### config.mk
export PLATFORM = sky130hd
export DESIGN_NAME = match_timer
export DESIGN_NICKNAME = d
export VERILOG_FILES = /design/src/rtl/tmr_pkg.sv /design/src/rtl/tmr_prescale.sv /design/src/rtl/tmr_match_bank.sv /design/src/rtl/tmr_ctrl_fsm.sv /design/src/rtl/match_timer.sv
export SDC_FILE = /design/constraint.sdc
export NUM_CORES = 1
export LEC_CHECK = 0
export BUFFER_PORTS_ARGS = -buffer_cell sky130_fd_sc_hd__buf_2
export CAP_MARGIN = 20
export CORE_MARGIN = 5
export CORE_UTILIZATION = 40
export CTS_BUF_LIST = sky130_fd_sc_hd__clkbuf_4 sky130_fd_sc_hd__clkbuf_8 sky130_fd_sc_hd__clkbuf_16
export CTS_CLUSTER_SIZE = 28
export DETAILED_ROUTE_END_ITERATION = 6
export SLEW_MARGIN = 40
export SYNTH_ARGS = -nofsm -noshare
export SYNTH_HDL_FRONTEND = slang
export SYNTH_SLANG_ARGS = --single-unit
export TNS_END_PERCENT = 5
### constraint.sdc
create_clock -name clk -period 6.05 [get_ports clk]
set_clock_uncertainty 0.1 [all_clocks]
set_input_delay 0 -clock clk [delete_from_list [all_inputs] [get_ports clk]]
set_output_delay 0 -clock clk [all_outputs]
set_load 0.01 [all_outputs]
### src/rtl/tmr_pkg.sv
package tmr_pkg;

    // State encoding equals the control word bits {hold, run}.
    typedef enum logic [1:0] {
        ST_IDLE       = 2'b00,
        ST_COUNT      = 2'b01,
        ST_HOLD       = 2'b10,
        ST_HOLD_ARMED = 2'b11
    } tmr_state_e;

    localparam int A_FLAGS  = 0;
    localparam int A_CTRL   = 1;
    localparam int A_TC     = 2;
    localparam int A_PR     = 3;
    localparam int A_PC     = 4;
    localparam int A_MCTRL  = 5;
    localparam int A_MATCH0 = 6;

    localparam int ACT_BITS = 3;  // interrupt, zero, halt per slot

endpackage

### src/rtl/tmr_prescale.sv
module tmr_prescale #(
    parameter int TW = 16
) (
    input  logic          clk,
    input  logic          rst_n,
    input  logic          count_en,
    input  logic          hold,
    input  logic          freeze,
    input  logic          load,
    input  logic [TW-1:0] load_val,
    input  logic [TW-1:0] limit,
    output logic [TW-1:0] pc,
    output logic          tick
);

    assign tick = count_en && !freeze && (pc >= limit);

    always_ff @(posedge clk) begin
        if (!rst_n) begin
            pc <= '0;
        end else if (hold) begin
            pc <= '0;
        end else if (load) begin
            pc <= load_val;
        end else if (count_en && !freeze) begin
            pc <= tick ? '0 : pc + TW'(1);
        end
    end

endmodule

### src/rtl/tmr_match_bank.sv
module tmr_match_bank #(
    parameter int TW     = 16,
    parameter int NMATCH = 4
) (
    input  logic                 running,
    input  logic                 pc_zero,
    input  logic [TW-1:0]        tc,
    input  logic [NMATCH*TW-1:0] slots,
    output logic [NMATCH-1:0]    eq,
    output logic [NMATCH-1:0]    hit
);

    for (genvar g = 0; g < NMATCH; g++) begin : g_cmp
        assign eq[g]  = (tc == slots[g*TW +: TW]);
        assign hit[g] = eq[g] && running && pc_zero;
    end

endmodule

### src/rtl/tmr_ctrl_fsm.sv
module tmr_ctrl_fsm
    import tmr_pkg::*;
(
    input  logic       clk,
    input  logic       rst_n,
    input  logic       ctrl_wr,
    input  logic [1:0] ctrl_wdata,
    input  logic       halt_hit,
    output logic       running,
    output logic       holding,
    output logic [1:0] ctrl_rd
);

    tmr_state_e state, state_nx;

    always_ff @(posedge clk) begin
        if (!rst_n) state <= ST_IDLE;
        else        state <= state_nx;
    end

    always_comb begin
        state_nx = state;
        unique case (state)
            ST_IDLE: begin
                if (ctrl_wr) state_nx = tmr_state_e'(ctrl_wdata);
            end
            ST_COUNT: begin
                if (halt_hit)     state_nx = ST_IDLE;
                else if (ctrl_wr) state_nx = tmr_state_e'(ctrl_wdata);
            end
            ST_HOLD: begin
                if (ctrl_wr) state_nx = tmr_state_e'(ctrl_wdata);
            end
            ST_HOLD_ARMED: begin
                if (ctrl_wr) state_nx = tmr_state_e'(ctrl_wdata);
            end
            default: state_nx = ST_IDLE;
        endcase
    end

    always_comb begin
        running = 1'b0;
        holding = 1'b0;
        unique case (state)
            ST_IDLE:       ;
            ST_COUNT:      running = 1'b1;
            ST_HOLD:       holding = 1'b1;
            ST_HOLD_ARMED: holding = 1'b1;
            default:       ;
        endcase
        ctrl_rd = state;
    end

endmodule

### src/rtl/match_timer.sv
module match_timer
    import tmr_pkg::*;
#(
    parameter int TW     = 16,
    parameter int NMATCH = 4,
    parameter int DW     = 32,
    parameter int AW     = 4
) (
    input  logic          clk,
    input  logic          rst_n,
    input  logic          bus_sel,
    input  logic          bus_wr,
    input  logic [AW-1:0] bus_addr,
    input  logic [DW-1:0] bus_wdata,
    output logic [DW-1:0] bus_rdata,
    output logic          irq
);

    localparam int MCW = ACT_BITS * NMATCH;

    logic [TW-1:0]        tc, pr, pc;
    logic [MCW-1:0]       mctrl;
    logic [TW-1:0]        mr [NMATCH];
    logic [NMATCH*TW-1:0] mr_flat;
    logic [NMATCH-1:0]    flags, flag_clr;
    logic [NMATCH-1:0]    eq, hit, int_en, zero_en, halt_en;
    logic                 running, holding, tick, halt_hit, zero_hit;
    logic [1:0]           ctrl_rd;
    logic                 wr_hit;
    logic                 unused_wdata_hi;

    assign wr_hit = bus_sel && bus_wr;
    assign unused_wdata_hi = ^bus_wdata[DW-1:TW];

    for (genvar g = 0; g < NMATCH; g++) begin : g_slot
        assign int_en[g]  = mctrl[ACT_BITS*g];
        assign zero_en[g] = mctrl[ACT_BITS*g+1];
        assign halt_en[g] = mctrl[ACT_BITS*g+2];
        assign mr_flat[g*TW +: TW] = mr[g];
    end

    assign halt_hit = |(hit & halt_en);
    assign zero_hit = |(eq & zero_en);

    tmr_ctrl_fsm u_fsm (
        .clk       (clk),
        .rst_n     (rst_n),
        .ctrl_wr   (wr_hit && bus_addr == AW'(A_CTRL)),
        .ctrl_wdata(bus_wdata[1:0]),
        .halt_hit  (halt_hit),
        .running   (running),
        .holding   (holding),
        .ctrl_rd   (ctrl_rd)
    );

    tmr_prescale #(.TW(TW)) u_pre (
        .clk     (clk),
        .rst_n   (rst_n),
        .count_en(running),
        .hold    (holding),
        .freeze  (halt_hit),
        .load    (wr_hit && bus_addr == AW'(A_PC)),
        .load_val(bus_wdata[TW-1:0]),
        .limit   (pr),
        .pc      (pc),
        .tick    (tick)
    );

    tmr_match_bank #(.TW(TW), .NMATCH(NMATCH)) u_bank (
        .running(running),
        .pc_zero(pc == '0),
        .tc     (tc),
        .slots  (mr_flat),
        .eq     (eq),
        .hit    (hit)
    );

    always_ff @(posedge clk) begin
        if (!rst_n) begin
            tc <= '0;
        end else if (holding) begin
            tc <= '0;
        end else if (wr_hit && bus_addr == AW'(A_TC)) begin
            tc <= bus_wdata[TW-1:0];
        end else if (tick) begin
            tc <= zero_hit ? '0 : tc + TW'(1);
        end
    end

    always_ff @(posedge clk) begin
        if (!rst_n) begin
            pr    <= '0;
            mctrl <= '0;
        end else if (wr_hit) begin
            if (bus_addr == AW'(A_PR))    pr    <= bus_wdata[TW-1:0];
            if (bus_addr == AW'(A_MCTRL)) mctrl <= bus_wdata[MCW-1:0];
        end
    end

    always_ff @(posedge clk) begin
        for (int n = 0; n < NMATCH; n++) begin
            if (!rst_n)
                mr[n] <= '0;
            else if (wr_hit && bus_addr == AW'(A_MATCH0 + n))
                mr[n] <= bus_wdata[TW-1:0];
        end
    end

    assign flag_clr = (wr_hit && bus_addr == AW'(A_FLAGS)) ? bus_wdata[NMATCH-1:0] : '0;

    always_ff @(posedge clk) begin
        if (!rst_n) flags <= '0;
        else        flags <= (flags & ~flag_clr) | (hit & int_en);
    end

    assign irq = |flags;

    always_comb begin
        bus_rdata = '0;
        if (bus_sel && !bus_wr) begin
            if (bus_addr == AW'(A_FLAGS)) bus_rdata = DW'(flags);
            if (bus_addr == AW'(A_CTRL))  bus_rdata = DW'(ctrl_rd);
            if (bus_addr == AW'(A_TC))    bus_rdata = DW'(tc);
            if (bus_addr == AW'(A_PR))    bus_rdata = DW'(pr);
            if (bus_addr == AW'(A_PC))    bus_rdata = DW'(pc);
            if (bus_addr == AW'(A_MCTRL)) bus_rdata = DW'(mctrl);
            for (int n = 0; n < NMATCH; n++)
                if (bus_addr == AW'(A_MATCH0 + n)) bus_rdata = DW'(mr[n]);
        end
    end

endmodule

==> results by group, run 1 <==
Placed design
  • IO buf count: 40
  • Detail Placement HPWL: roughly 20 mm
  • Routability congestion estimate: 0.935

Routing
  • WL per Instance: around 22 um
  • DRC violations left: 0
  • Detailed Routing Iterations Pass 1: 5
  • Vias/cell: ~6
  • Via Count: 7,331
  • Routed Antenna Nets: 0
  • Iteration-0 DRC Markers: slightly below 1,000
  • Post-Route WL: between 20 and 30 mm

Clock tree
  • Max clock buf depth: 2
  • Post-CTS Setup Repair Bufs: 0
  • Root Buffer: clkbuf_16
  • Num CTS Buffers: 17
  • Clock Sinks: between 100 and 150
  • Htree depth: 4
  • CTS tree: done
  • Worst-Skew Late Latency: about 0.43 ns
  • CTS resizes: 0
  • Worst-path clk slew: roughly 0.060 ns

Critical path
  • Worst Path Max Fanout: 24
  • FF-to-FF path depth: 9
  • Crit-path leading delay family: simple AND/OR/NAND/NOR gates
  • Crit path largest cell delay: 0.67 ns
  • Crit-path slowest cell: or4_1
  • Required time of the critical path: 6.29 ns
  • Arr. time, crit path: between 3 and 4 ns
  • Crit path buf inv count: 1
  • Crit path depth: 9
  • Startpoint Class: register
  • Path type of the worst setup path: register to register
  • CP Cell Sequence: inv_1 -> ha_1 -> nor4b_1 -> nand4_1 -> nor2_1 -> a32oi_1 -> nand3_2 -> or4_1 -> a31oi_1
  • CP endpoint kind: register

STA
  • Fin. max-slew vios: 0
  • Final setup violation count: 0
  • Relative slew slack: between 40% and 50%
  • Final Hold Fails: 0
  • Tmin final: 3.39 ns
  • Setup_tns: 0 ns
  • Slew @ Worst Pin: ~0.83 ns
  • Final period util: between 50 and 60%
  • Unrepaired setup endpoints after global routing: false
  • Peak Freq: approximately 290 MHz

Global route
  • GR Overflow Total: 0
  • Largest net degree at the start of global routing: 42
  • Initial antenna violation count: 0
  • All-Layer GR Usage: approximately 23%
  • First-pass GRT wire length: between 40 and 50 mm
  • Vias in the first global route: roughly 7,000

Yosys
  • Yosys warns: 0
  • Largest cells by area after synthesis: edfxtp_1 23%, dfxtp_1 16%, xnor2_1 6.9%
  • Post-synth top area cell: edfxtp_1
  • Synth cell types: 59
  • Number of synthesized flops with an enable pin: between 60 and 70
  • Mapped Cells: 930
  • Asr flop ratio synth: 0%
  • Primary FF master, synth: dfxtp_1
  • Syn Area/Cell: slightly below 9 um2
  • Post-synth top area share: between 20% and 30%
  • Sequential share of the synthesized area: around two fifths
  • Yosys reg bits: between 100 and 150
  • Mapped Area: 8200 um2

Final layout
  • Most frequent cells in the layout: 107 x nand2_1, 66 x dfxtp_1, 65 x xnor2_1, 64 x edfxtp_1, 61 x and2_1
  • Fraction of layout cells with a size suffix above 1: between 10% and 20%
  • Leading cell type in the layout, fill and taps excluded: nand2_1
  • Fin util: a little under half
  • ANT cells: 0
  • Fin nets: 997
  • Area growth syn-to-layout: 11.9%

Power
  • Leak pwr: a little over 0.003 uW
  • Worst vdd ir: approximately 0.20 mV
  • PwrDens: 259 nW/um2

Die
  • Initial Utilization: about two fifths
  • Io pins: between 70 and 80
  • Die height: ~150 um
  • Core footprint: just over 20,000 um2
  • Die X: roughly 150 um
  • Die Footprint: ~23,000 um2
  • Row Count: between 50 and 60

Status
  • Outcome: complete, no violations

Flow run
  • Max-Cap Viols: 0

Worst hold path
  • Min-Delay Path Class: primary input to register
  • Hold depth: 3
## synthesized netlist by cell type, types with 11 or more instances
cell type,n
xnor2_1,65
a31oi_1,34
nand3_1,30
ha_1,19
o21ai_0,41
clkbuf_1,42
nand4_1,28
nor2_1,50
a221oi_1,11
nor3_1,24
inv_1,34
buf_4,25
a22oi_1,27
edfxtp_1,64
a21boi_0,36
a21oi_1,20
dfxtp_1,66
nand2_1,107
and2_1,61
## state kept, by name, summed over array words and instances (netlist names)
register,flops
tc,16
mctrl,12
mr,64
u_fsm.ctrl_rd,2
pr,16
flags,4
u_pre.pc,16
## power breakdown
part           leakage, uW  switching, uW  total (uW)  internal, uW
Combinational      0.00158            156         239          82.6
Sequential         0.00114           41.2         997           956
Clock             0.000307            408        1140           734
Total              0.00303            606        2380          1770
## per-layer routing
| layer | global-route usage, % | share of wire (%) | routed length (um) | up-vias |
|---|---|---|---|---|
| met5 | 0 | 0 | 0 | - |
| met4 | 9.16 | 3.7 | 1010 | 0 |
| met3 | 3.59 | 8.3 | 2270 | 53 |
| met2 | 34.9 | 44 | 12100 | 406 |
| met1 | 33.4 | 44 | 12100 | 3491 |
| li1 | - | - | - | 3381 |
## cells by family after synthesis
group	synth area share, %
compound gates	20.2
xor+xnor	6.94
fa+ha+maj	2.90
buf+inv	7.74
flops	39.5
mux	0.137
other cells	0.0457
simple gates	22.4
## through the flow
step                      hold slack [ns]  setup slack [ns]  instance area, um2  power [uW]  std cells
final                              0.0557              2.66                9180        2380       1221
after global routing               0.0966              2.52                9180        2450       1221
after CTS                          0.0525              2.75                9180        2380       1221
after detailed placement            0.236              2.78                8370        1240       1173
after global placement              0.234              2.43                8360        1240       1173
after floorplan                    0.0348              3.33                8260        1160        945
## tightest hold or removal path: cells and delay by family
kind,cells,cell delay (ns)
and+or+nand+nor,1,0.15
AOI/OAI and AO/OA,1,0.14
buffers and inverters,1,0.11
## path summary, 6_finish.rpt
path,slack (ns),startpoint,end
setup / recovery,2.66,u_pre.pc[0],tc[14]
hold / removal,0.06,bus_sel,mr[3][1]
setup reg to reg,2.66,u_pre.pc[0],tc[14]
hold reg to reg,0.37,mctrl[5],mctrl[5]
## what timing repair did
item / in CTS / in global routing
endpoints found under the hold margin: 107 / 0
hold buffers: 16 / 0
endpoints found under the setup margin: 0 / 0
## layout make-up
class                   instances  area, um2
well taps                     270        338
clock inverters                14        213
repair buffers                 63        413
multi-input cells             692       4410
clock buffers                  18        433
fillers                      1938      11100
inverters                      34        128
flip-flops and latches        130       3240
No activity file was read; power rests on OpenSTA's default activity.
==> run 2, diff against run 1 <==
--- a/config.mk
+++ b/config.mk
@@ -5,6 +5,7 @@
 export SDC_FILE = /design/constraint.sdc
 export NUM_CORES = 1
 export LEC_CHECK = 0
+export ABC_AREA = 1
 export BUFFER_PORTS_ARGS = -buffer_cell sky130_fd_sc_hd__buf_2
 export CAP_MARGIN = 20
 export CORE_MARGIN = 5
==> constraint.sdc (replaced) <==
create_clock -name clk -period 3.2 [get_ports clk]
set_clock_uncertainty 0.1 [all_clocks]
set_input_delay 0 -clock clk [delete_from_list [all_inputs] [get_ports clk]]
set_output_delay 0 -clock clk [all_outputs]
set_load 0.01 [all_outputs]
==> results by group, run 2 <==
Final layout
  • Fin nets: about 1,400
  • Leading cell type in the layout, fill and taps excluded: nand2_1
  • Most frequent cells in the layout: 306 x nand2_1, 186 x nor2_1, 148 x inv_1, 80 x nand3_1, 79 x a21oi_1
  • Max reg flops: 64
  • Fin util: ~47%
  • Fin cells: around 1,600
  • Fraction of layout cells with a size suffix above 1: a little under a tenth
  • ANT cells: 0
  • Largest register by flop count: mr
  • Area growth syn-to-layout: 13.7%

Yosys
  • Number of synthesized flops with an enable pin: 64
  • Post-synth top area share: around 22%
  • Synth cell types: 38
  • Asr flop ratio synth: 0%
  • Leading cell types by count after synthesis: 307 x nand2_1, 186 x nor2_1, 149 x inv_1, 82 x nand3_1, 79 x a21oi_1
  • Post-synth top area cell: edfxtp_1
  • Sequential share of the synthesized area: around 37%
  • Yosys reg bits: 130
  • Synth Area in Simple Gates: 30.6%
  • Syn Area/Cell: just under 7 um2
  • Primary FF master, synth: dfxtp_1
  • Synth Area in Adders: between 2 and 3%
  • Post-synthesis mux area share: 0%
  • Yosys warns: 0
  • Most common cell in the netlist: nand2_1
  • Mapped Area: about 8700 um2
  • Compound-Gate Fraction of Synth Area: 11.6%
  • Main combinational cell family by area after synthesis: simple AND/OR/NAND/NOR gates
  • Post-Synth XOR/XNOR Area: roughly 5.4%
  • Largest cells by area after synthesis: edfxtp_1 22%, dfxtp_1 15%, nand2_1 13%
  • Mapped Cells: 1,255

Clock tree
  • CTS resizes: 0
  • Worst-Skew Late Latency: between 0.4 and 0.5 ns
  • CTS tree: done
  • Htree depth: 4
  • Max clock buf depth: 2
  • Num CTS Buffers: 17
  • Post-CTS Hold Fix Bufs: 19
  • Post-CTS Setup Repair Bufs: 0
  • Clock Sinks: 130
  • Root Buffer: clkbuf_16
  • Worst-path clk slew: approximately 0.060 ns

Power
  • Leak pwr: approximately 0.0045 uW
  • Worst vdd ir: between 0.3 and 0.4 mV
  • PwrDens: 440 nW/um2

Critical path
  • Reg2reg start: tc[9]
  • CP most frequent cell: nand2_1
  • Worst Path Max Fanout: 17
  • Path type of the worst setup path: register to register
  • Worst setup path startpoint: tc[9]
  • CP Cell Sequence: inv_2 -> nand2_1 -> nand2_1 -> nor2_1 -> nand2_1 -> nor2_1 -> nand4_1 -> nand2_2 -> nor2_8 -> nand3b_4 -> nand2_2 -> nand2_1 -> a21oi_1
  • Required time of the critical path: between 3 and 4 ns
  • Crit-path slowest cell: dfxtp_1
  • Crit path largest cell delay: 0.59 ns
  • Arr. time, crit path: between 2 and 3 ns
  • CP endpoint kind: register
  • Startpoint Class: register

Placed design
  • Detail Placement HPWL: just over 20 mm
  • Dpl cells: ~1,500
  • Routability congestion estimate: approximately 0.96
  • IO buf count: 40

Die
  • Row Count: between 50 and 60
  • Io pins: 73
  • Die height: between 150 and 200 um
  • Initial Utilization: 41.0%
  • Die Footprint: around 25,000 um2
  • Die X: ~160 um
  • Core footprint: 21,200 um2

Global route
  • GR Overflow Total: 0
  • All-Layer GR Usage: 23.1%
  • Largest net degree at the start of global routing: 34
  • Initial antenna violation count: 0
  • First-pass GRT wire length: 43.6 mm
  • Vias in the first global route: roughly 7,700

Status
  • Outcome: complete, no violations

Routing
  • Vias/cell: approximately 5.2
  • DRC violations left: 0
  • Routed Antenna Nets: 0
  • Via Count: 8,174
  • Post-Route WL: approximately 28 mm
  • Iteration-0 DRC Markers: 780
  • WL per Instance: about 18 um
  • Detailed Routing Iterations Pass 1: 5

STA
  • Relative slew slack: 52.5%
  • Setup_tns: 0 ns
  • Unrepaired setup endpoints after global routing: false
  • Peak Freq: 377 MHz
  • Final Hold Fails: 0
  • Final setup violation count: 0
  • Slew @ Worst Pin: 0.712 ns
  • Fin. max-slew vios: 0
  • Tmin final: 2.66 ns
  • Final period util: ~83%

Worst hold path
  • Min-delay src: rst_n
  • Min-Delay Path Class: primary input to register

Flow run
  • Max-Cap Viols: 0
-- run 2: final timing paths --
| path | endpoint | slack, ns | cells after the start |
|---|---|---|---|
| hold / removal | mctrl[2] | 0.06 | 3 |
| setup / recovery | tc[10] | 0.54 | 13 |
| hold reg to reg | flags[0] | 0.38 | 2 |
| setup reg to reg | tc[10] | 0.54 | 13 |
-- run 2: power breakdown --
group	switching, uW	internal, uW	total, uW
registers	40.8	1800	1840
logic	240	108	348
clock network	787	1370	2160
-- run 2: worst max-delay path: cells and delay by family (launching register included) --
family,cells,cell delay (ns)
and+or+nand+nor,11,1.61
AOI/OAI and AO/OA,1,0.08
buffers and inverters,1,0.15
DFF,1,0.59
-- run 2: cell type report --
cell class | instances | area [um2]
fillers | 2116 | 11300
multi-input cells | 900 | 4430
flip-flops and latches | 130 | 3240
inverters | 161 | 617
repair buffers | 84 | 578
clock buffers | 20 | 467
well taps | 275 | 344
clock inverters | 12 | 179
-- run 2: metal layers --
metal | vias up | track usage (%) | wire, um
met5 | - | 0 | 0
met4 | 0 | 6.92 | 476
met3 | 30 | 3.88 | 1910
met2 | 285 | 37.1 | 13100
met1 | 3759 | 32.1 | 12500
li1 | 4100 | - | -
-- run 2: through the flow --
step | power, uW | setup slack, ns | area [um2] | hold WS (ns)
after floorplan | 2080 | 0.976 | 8730 | 0.0675
after global placement | 2200 | 0.580 | 9010 | 0.258
after detailed placement | 2200 | 0.610 | 9020 | 0.261
after CTS | 4360 | 0.574 | 9860 | 0.0383
after global routing | 4500 | 0.233 | 9860 | 0.0695
final | 4340 | 0.544 | 9860 | 0.0620
-- run 2: kinds of logic (layout without fill, tap and decap cells) --
logic type	count (synthesis)	in the layout
compound gates	180	180
fa+ha+maj	19	19
other cells	1	16
flops	130	130
buf+inv	240	277
simple gates	632	632
xor+xnor	53	53
